## src/rtl/halt_pkg.sv

```systemverilog
package halt_pkg;
  localparam int OP_W = 4;
  localparam logic [OP_W-1:0] OP_TIMER_WAKE = 4'b0010;
  localparam logic [OP_W-1:0] OP_KEY_WAKE   = 4'b1000;

  typedef enum logic {
    MODE_TIMER = 1'b0,
    MODE_KEY   = 1'b1
  } halt_mode_e;
endpackage

```

## src/rtl/halt_sync.sv

```systemverilog
module halt_sync #(
  parameter int W = 4
) (
  input  logic         clk,
  input  logic         rst_n,
  input  logic [W-1:0] d,
  output logic [W-1:0] q
);
  logic [W-1:0] meta_q;
  logic [W-1:0] sync_q;

  always_ff @(posedge clk or negedge rst_n) begin
    if (!rst_n) begin
      meta_q <= '0;
      sync_q <= '0;
    end else begin
      meta_q <= d;
      sync_q <= meta_q;
    end
  end

  assign q = sync_q;
endmodule

```

## src/rtl/halt_cond.sv

```systemverilog
module halt_cond
  import halt_pkg::*;
#(
  parameter int N_TMR = 2,
  parameter int N_SRC = 3,
  parameter int N_KF  = 8,
  parameter int N_KP  = 4
) (
  input  logic [OP_W-1:0]  op,
  input  logic [N_TMR-1:0] tmr_req,
  input  logic [N_TMR-1:0] tmr_en,
  input  logic [N_SRC-1:0] src_req,
  input  logic [N_SRC-1:0] src_en,
  input  logic [N_KF-1:0]  kf_sync,
  input  logic [N_KF-1:0]  kf_used,
  input  logic [N_KP-1:0]  kp_sync,
  input  logic [N_KP-1:0]  kp_used,
  input  logic [N_KP-1:0]  kp_level,
  output logic             op_legal,
  output logic             op_is_key,
  output logic             entry_ok,
  output logic             key_release,
  output logic             timer_wake,
  output logic             irq_wake
);
  // A used fixed pin releases when it reads low.
  function automatic logic fixed_rel(input logic [N_KF-1:0] pins,
                                     input logic [N_KF-1:0] used);
    return |(~pins & used);
  endfunction

  // A used programmable pin releases when it matches its level.
  function automatic logic prog_rel(input logic [N_KP-1:0] pins,
                                    input logic [N_KP-1:0] used,
                                    input logic [N_KP-1:0] lvl);
    return |(~(pins ^ lvl) & used);
  endfunction

  function automatic logic any_enabled_t(input logic [N_TMR-1:0] req,
                                         input logic [N_TMR-1:0] en);
    return |(req & en);
  endfunction

  function automatic logic any_enabled_s(input logic [N_SRC-1:0] req,
                                         input logic [N_SRC-1:0] en);
    return |(req & en);
  endfunction

  logic op_is_timer;
  logic timer_entry_ok;
  logic key_entry_ok;

  always_comb begin
    op_is_timer    = (op == OP_TIMER_WAKE);
    op_is_key      = (op == OP_KEY_WAKE);
    op_legal       = op_is_timer || op_is_key;
    key_release    = fixed_rel(kf_sync, kf_used) ||
                     prog_rel(kp_sync, kp_used, kp_level);
    timer_wake     = any_enabled_t(tmr_req, tmr_en);
    irq_wake       = timer_wake || any_enabled_s(src_req, src_en);
    timer_entry_ok = (tmr_req == '0);
    key_entry_ok   = !irq_wake && !key_release;
    entry_ok       = op_is_key ? key_entry_ok : timer_entry_ok;
  end
endmodule

```

## src/rtl/halt_fsm.sv

```systemverilog
module halt_fsm
  import halt_pkg::*;
(
  input  logic clk,
  input  logic rst_n,
  input  logic strobe,
  input  logic op_legal,
  input  logic op_is_key,
  input  logic entry_ok,
  input  logic key_release,
  input  logic timer_wake,
  input  logic irq_wake,
  input  logic gie,
  output logic halted,
  output logic mode_key,
  output logic resume_pulse,
  output logic resume_vector,
  output logic halt_nop,
  output logic illegal_op,
  output logic halt_accept,
  output logic wake_now
);
  halt_mode_e mode_q;
  logic       halted_q;
  logic       strobe_live;
  logic       intr_cause;

  always_comb begin
    strobe_live = strobe && !halted_q;
    halt_accept = strobe_live && op_legal && entry_ok;
    intr_cause  = (mode_q == MODE_KEY) ? irq_wake : timer_wake;
    wake_now    = halted_q &&
                  ((mode_q == MODE_KEY) ? (irq_wake || key_release) : timer_wake);
  end

  always_ff @(posedge clk or negedge rst_n) begin
    if (!rst_n) begin
      halted_q      <= 1'b0;
      mode_q        <= MODE_TIMER;
      resume_pulse  <= 1'b0;
      resume_vector <= 1'b0;
      halt_nop      <= 1'b0;
      illegal_op    <= 1'b0;
    end else begin
      if (halt_accept) begin
        halted_q <= 1'b1;
        mode_q   <= op_is_key ? MODE_KEY : MODE_TIMER;
      end else if (wake_now) begin
        halted_q <= 1'b0;
      end
      resume_pulse  <= wake_now;
      resume_vector <= wake_now && intr_cause && gie;
      halt_nop      <= strobe_live && !halt_accept;
      illegal_op    <= strobe_live && !op_legal;
    end
  end

  assign halted   = halted_q;
  assign mode_key = (mode_q == MODE_KEY);
endmodule

```

## src/rtl/halt_ctrl.sv

```systemverilog
module halt_ctrl
  import halt_pkg::*;
#(
  parameter int N_TMR = 2,
  parameter int N_SRC = 3,
  parameter int N_KF  = 8,
  parameter int N_KP  = 4
) (
  input  logic             clk,
  input  logic             rst_n,
  input  logic             halt_strobe,
  input  logic [3:0]       halt_operand,
  input  logic [N_TMR-1:0] tmr_req,
  input  logic [N_TMR-1:0] tmr_en,
  input  logic [N_SRC-1:0] src_req,
  input  logic [N_SRC-1:0] src_en,
  input  logic             gie,
  input  logic [N_KF-1:0]  kf_in,
  input  logic [N_KF-1:0]  kf_used,
  input  logic [N_KP-1:0]  kp_in,
  input  logic [N_KP-1:0]  kp_used,
  input  logic [N_KP-1:0]  kp_level,
  output logic             halted,
  output logic             resume_pulse,
  output logic             resume_vector,
  output logic             halt_nop,
  output logic             illegal_op
);
  localparam int N_KEYS = N_KF + N_KP;

  logic [N_KEYS-1:0] keys_sync;
  logic [N_KF-1:0]   kf_sync;
  logic [N_KP-1:0]   kp_sync;
  logic op_legal, op_is_key, entry_ok;
  logic key_release, timer_wake, irq_wake;
  logic mode_key, halt_accept, wake_now;

  halt_sync #(.W(N_KEYS)) u_sync (
    .clk   (clk),
    .rst_n (rst_n),
    .d     ({kp_in, kf_in}),
    .q     (keys_sync)
  );

  assign kf_sync = keys_sync[N_KF-1:0];
  assign kp_sync = keys_sync[N_KEYS-1:N_KF];

  halt_cond #(
    .N_TMR(N_TMR), .N_SRC(N_SRC), .N_KF(N_KF), .N_KP(N_KP)
  ) u_cond (
    .op          (halt_operand),
    .tmr_req     (tmr_req),
    .tmr_en      (tmr_en),
    .src_req     (src_req),
    .src_en      (src_en),
    .kf_sync     (kf_sync),
    .kf_used     (kf_used),
    .kp_sync     (kp_sync),
    .kp_used     (kp_used),
    .kp_level    (kp_level),
    .op_legal    (op_legal),
    .op_is_key   (op_is_key),
    .entry_ok    (entry_ok),
    .key_release (key_release),
    .timer_wake  (timer_wake),
    .irq_wake    (irq_wake)
  );

  halt_fsm u_fsm (
    .clk           (clk),
    .rst_n         (rst_n),
    .strobe        (halt_strobe),
    .op_legal      (op_legal),
    .op_is_key     (op_is_key),
    .entry_ok      (entry_ok),
    .key_release   (key_release),
    .timer_wake    (timer_wake),
    .irq_wake      (irq_wake),
    .gie           (gie),
    .halted        (halted),
    .mode_key      (mode_key),
    .resume_pulse  (resume_pulse),
    .resume_vector (resume_vector),
    .halt_nop      (halt_nop),
    .illegal_op    (illegal_op),
    .halt_accept   (halt_accept),
    .wake_now      (wake_now)
  );
endmodule

```

## config.mk

```make
export PLATFORM = sky130hd
export DESIGN_NAME = halt_ctrl
export DESIGN_NICKNAME = d
export VERILOG_FILES = /design/src/rtl/halt_pkg.sv /design/src/rtl/halt_sync.sv /design/src/rtl/halt_cond.sv /design/src/rtl/halt_fsm.sv /design/src/rtl/halt_ctrl.sv
export SDC_FILE = /design/constraint.sdc
export NUM_CORES = 1
export LEC_CHECK = 0
export ABC_CLOCK_PERIOD_IN_PS = 2450
export BUFFER_PORTS_ARGS = -buffer_cell sky130_fd_sc_hd__clkbuf_2
export CAP_MARGIN = 40
export CORE_MARGIN = 4
export CORE_UTILIZATION = 34
export DETAILED_ROUTE_END_ITERATION = 12
export PLACE_DENSITY = 0.64
export SYNTH_ARGS = -nofsm -noshare
export SYNTH_HDL_FRONTEND = slang
export SYNTH_HIERARCHICAL = 1
export SYNTH_SLANG_ARGS = --single-unit
export TNS_END_PERCENT = 20
```

## constraint.sdc

```tcl
create_clock -name clk -period 2.45 [get_ports clk]
set_input_delay 0.245 -clock clk [delete_from_list [all_inputs] [get_ports clk]]
set_output_delay 0.245 -clock clk [all_outputs]
set_load 0.02 [all_outputs]
```

# == Word level (Yosys, flattened, before mapping) ==
# Cells that the tools add are included.
# classes
div_mod_pow,0
bitwise,7
reduce_logical,24
n_mux,6
order_cmp,0
addsub,0
mul,0
n_eq_ne,2
shifts,0
# op_table
operator,n
logical AND 1 bit,9
AND 8 bit,1
inverter 8 bit,1
OR reduction 8 bit,1
two-way mux 1 bit,6
zero test 1 bit,5
AND 4 bit,1
"equality test 4 x 2 -> 1 bit, second input constant",1
"equality test 4 bit, second input constant",1
logical OR 1 bit,4
inverter 4 bit,1
OR reduction 4 bit,1
bitwise XOR 4 bit,1
AND 3 bit,1
OR reduction 3 bit,1
AND 2 bit,1
zero test 2 bit,1
nonzero test 2 bit,1
OR reduction 2 bit,1
# word_totals
reg_bits,30
latch_bits,0
memories,0
inputBits,46
elab_cells,47
mem_bits_rw,0
output_inout_bits,5
mem_bits_ro,0

# == Longest topological paths before layout ==
# logic_depth
depth_word,11
ltp_mapped,6
ltp_nobuf,6

# == Cells and area by module ==
# The synthesis kept the hierarchy.
# modules_own_cells
mod,area_per_inst_um2,cells_each,seq_area_each_um2,instances
halt_sync,600.6,24,600.6,1
halt_fsm,265.3,21,150.1,1
halt_cond,216.5,30,0.0,1

# == Least setup slack after synthesis ==
# Ideal clock, no wire load.
# synth_timing
path_type,input to register
from,input port src_req[0]
to,register u_fsm.mode_q (netlist: u_fsm/mode_key)
arrival_ps,1774
stages,6
setup_time_ps,125
path_buffers,0
t_required_ps,2325
slack_ps,551
cell_sequence,a222oi_1 > nand3_1 > or4_1 > o21ai_1 > nand4b_4 > mux2_4
# synth_via
elab_chain_len,7
# synth_lines
element,line,text
"start, declared",halt_ctrl.sv:15,"input logic [N_SRC-1:0] src_req,"
AND 3 bit,halt_cond.sv:46,return |(req & en);
OR reduction 3 bit,halt_cond.sv:46,
logical OR 1 bit,halt_cond.sv:60,"irq_wake = timer_wake || any_enabled_s(src_req, src_en);"
zero test 1 bit,halt_cond.sv:62,key_entry_ok = !irq_wake && !key_release;
logical AND 1 bit,halt_cond.sv:62,
two-way mux 1 bit,halt_cond.sv:63,entry_ok = op_is_key ? key_entry_ok : timer_entry_ok;
net entry_ok,halt_ctrl.sv:34,"logic op_legal, op_is_key, entry_ok;"
logical AND 1 bit,halt_fsm.sv:30,halt_accept = strobe_live && op_legal && entry_ok;
"end signal, assigned",halt_fsm.sv:47,mode_q <= op_is_key ? MODE_KEY : MODE_TIMER;
"end, declared",halt_fsm.sv:23,halt_mode_e mode_q;
# The timed path passes the listed nets, and every way through them passes these cells.
# A chain may end at the register's enable or synchronous reset.

# == Final worst setup path ==
# layout_timing
from,register u_sync.sync_q[3] (netlist: u_sync/q[3])
to,register u_fsm.mode_q (netlist: u_fsm/mode_key)
# layout_via
elab_chain_len,8
# layout_lines
element,line,text
"start, declared",halt_sync.sv:10,logic [W-1:0] sync_q;
"start signal, assigned",halt_sync.sv:18,sync_q <= meta_q;
inverter 8 bit,halt_cond.sv:29,return |(~pins & used);
AND 8 bit,halt_cond.sv:29,
OR reduction 8 bit,halt_cond.sv:29,
logical OR 1 bit,halt_cond.sv:57,"key_release = fixed_rel(kf_sync, kf_used) ||"
zero test 1 bit,halt_cond.sv:62,
logical AND 1 bit,halt_cond.sv:62,
two-way mux 1 bit,halt_cond.sv:63,
net entry_ok,halt_ctrl.sv:34,
logical AND 1 bit,halt_fsm.sv:30,
# The timed path passes the listed nets, and every way through them passes these cells.

==> results.yml <==
outcome:
  outcome: "finished clean"
critical_path:
  start_kind: "flop"
  required_ns: 2.66
  end_kind: "flop"
  r2r-start: "u_sync/q[3]"
  path_max_fanout: 2
  worstSetupStartpoint: "u_sync/q[3]"
  worstSetupPathType: "reg -> reg"
  crit_arrival_ns: 2.17
timing:
  worst_pin_slew_ns: 0.690
  fin_setup_tns_ns: 0
  slew_violations: 0
  rsz0062_at_grt: "no"
  fin_skew_ns: 0.00316
  fin_crit_sh: 0.800
  slew_headroom: 0.540
  max_freq_mhz: 510
  hold_viol_final: 0
  min_period_ns: 1.96
  setup_viol: 0
layout:
  fin_nets: 183
  layout-drive-gt1-share: 0.460
  area_growth_pct: 38.7
  antenna_cells: 0
  final_util: 0.490
clock_tree:
  clockBufferDepth: 2
  holdBufCountCts: 1
  root_buffer: "clkbuf_4"
  clk_latency_ns: 0.32
  postCtsSetupBuffers: 0
  cts_buffers: 5
  post_cts_resized: 0
  htree_levels: 2
  path_clk_slew_ns: 0.09
  cts_tree: "yes"
  cts_sinks: 30
synthesis:
  synth-warning-count: 6
  netlist_instances: 74
  postSynthAreaPerCell_sq_um: 14.6
  synth_area_sq_um: 1080
  synth.net_count: 120
placed_design:
  dp_hpwl_mm: 1.78
  routabilityCongestion: 0.719
  io_buffers: 50
floorplan:
  core_sq_um: 3050
  fp.dieArea_sq_um: 4140
  fp.dieW_microns: 64.3
  die_h_microns: 64.3
  core.rowCount: 20
  io_pins: 51
  start_util: 0.353
power:
  power_leakage_nw: 0.751
  p_per_area_nw_per_um2: 599
  ir_drop_uv: 382
global_routing:
  antenna_found_initial: 0
  grt_pass1_wl_mm: 3.42
  grt_overflow_total: 0
  grt_max_degree: 31
  track_usage: 0.112
  grt_pass1_vias: 853
drt:
  drt_iter0_drc: 8
  drc: 0
  firstDrtPassIters: 4
  ant_nets: 0
  drt-total-wl_mm: 2.09
  wire_per_inst_microns: 11.6
  vias: 783
  viasPerCell: 4.33
min_path:
  hold_class: "in -> reg"
  hp-start: "kf_in[2]"
run:
  maxCapViolations: 0
==> cell usage in the layout (no fill, tap or decap), drive strengths merged <==
master	instances
clkbuf	55
dfrtp	30
inv	7
dlygate4sd3	6
xnor2	5
a22oi	3
nand2	3
nor2	3
or2b	3
clkinvlp	2
o22ai	2
or4	2
a21oi	2
o21ai	2
nand2b	1
o2111ai	1
a222oi	1
nor4b	1
nand3	1
or3	1
nor3	1
mux2i	1
nand4b	1
mux2	1
nand4bb	1
o311ai	1
==> path summary, 6_finish.rpt <==
path                               endpoint  slack [ns]  cells past startpoint
max                          u_fsm/mode_key        0.49                      6
max in group asynchronous  u_sync/meta_q[8]        1.52                      2
max reg2reg                  u_fsm/mode_key        0.49                      6
min reg2reg                     u_sync/q[8]        0.35                      0
min                        u_sync/meta_q[2]        0.03                      1
min in group asynchronous  u_sync/meta_q[2]        0.49                      2
==> power by group <==
group / leakage (nW) / switching [W] / internal, W
Sequential: 0.359 / 0.00000835 / 0.000519
Clock: 0.0233 / 0.000162 / 0.000106
Combinational: 0.368 / 0.0000469 / 0.0000553
==> final cells by class <==
| class | instances | area, sq um |
|---|---|---|
| clock buffers | 5 | 37.5 |
| clock inverters | 2 | 15.0 |
| fillers | 300 | 1560 |
| inverters | 7 | 26.3 |
| multi-input cells | 37 | 302 |
| flip-flops and latches | 30 | 751 |
| well taps | 44 | 55.1 |
| repair buffers | 56 | 310 |
==> routing by layer <==
metal / GRT usage / vias to the layer above / wire [microns]
met5: 0 / - / 0
met4: 0.0580 / 0 / 70
met3: 0.0650 / 8 / 176
met2: 0.198 / 30 / 1160
met1: 0.0993 / 363 / 689
li1: - / 382 / -
==> flip-flops by register name, indices dropped and copies added (netlist names) <==
signal / cells
u_sync/meta_q: 12
u_sync/q: 12
u_fsm/halt_nop: 1
u_fsm/halted: 1
u_fsm/illegal_op: 1
u_fsm/mode_key: 1
u_fsm/resume_pulse: 1
u_fsm/resume_vector: 1
==> stage by stage <==
stage | cell area, sq um | total power [W] | instances | hold WS (ns) | setup WS [ns]
5_1_grt | 1500 | 0.000948 | 181 | -0.00702 | 0.370
2_1_floorplan | 1080 | 0.000574 | 74 | -0.0506 | 0.561
6_report | 1500 | 0.000897 | 181 | 0.0253 | 0.490
3_5_place_dp | 1380 | 0.000635 | 168 | 0.323 | 0.306
3_3_place_gp | 1380 | 0.000630 | 168 | 0.318 | 0.368
4_1_cts | 1450 | 0.000907 | 176 | 0.00358 | 0.483
==> critical path, cell delays in order, from the launching register on <==
cell,delay (ns)
dfrtp_1,0.33
nand2b_1,0.11
o2111ai_2,0.13
or4_1,0.53
o21ai_1,0.28
nand4b_4,0.14
mux2_4,0.33
Power figures use the tool's default switching activity.
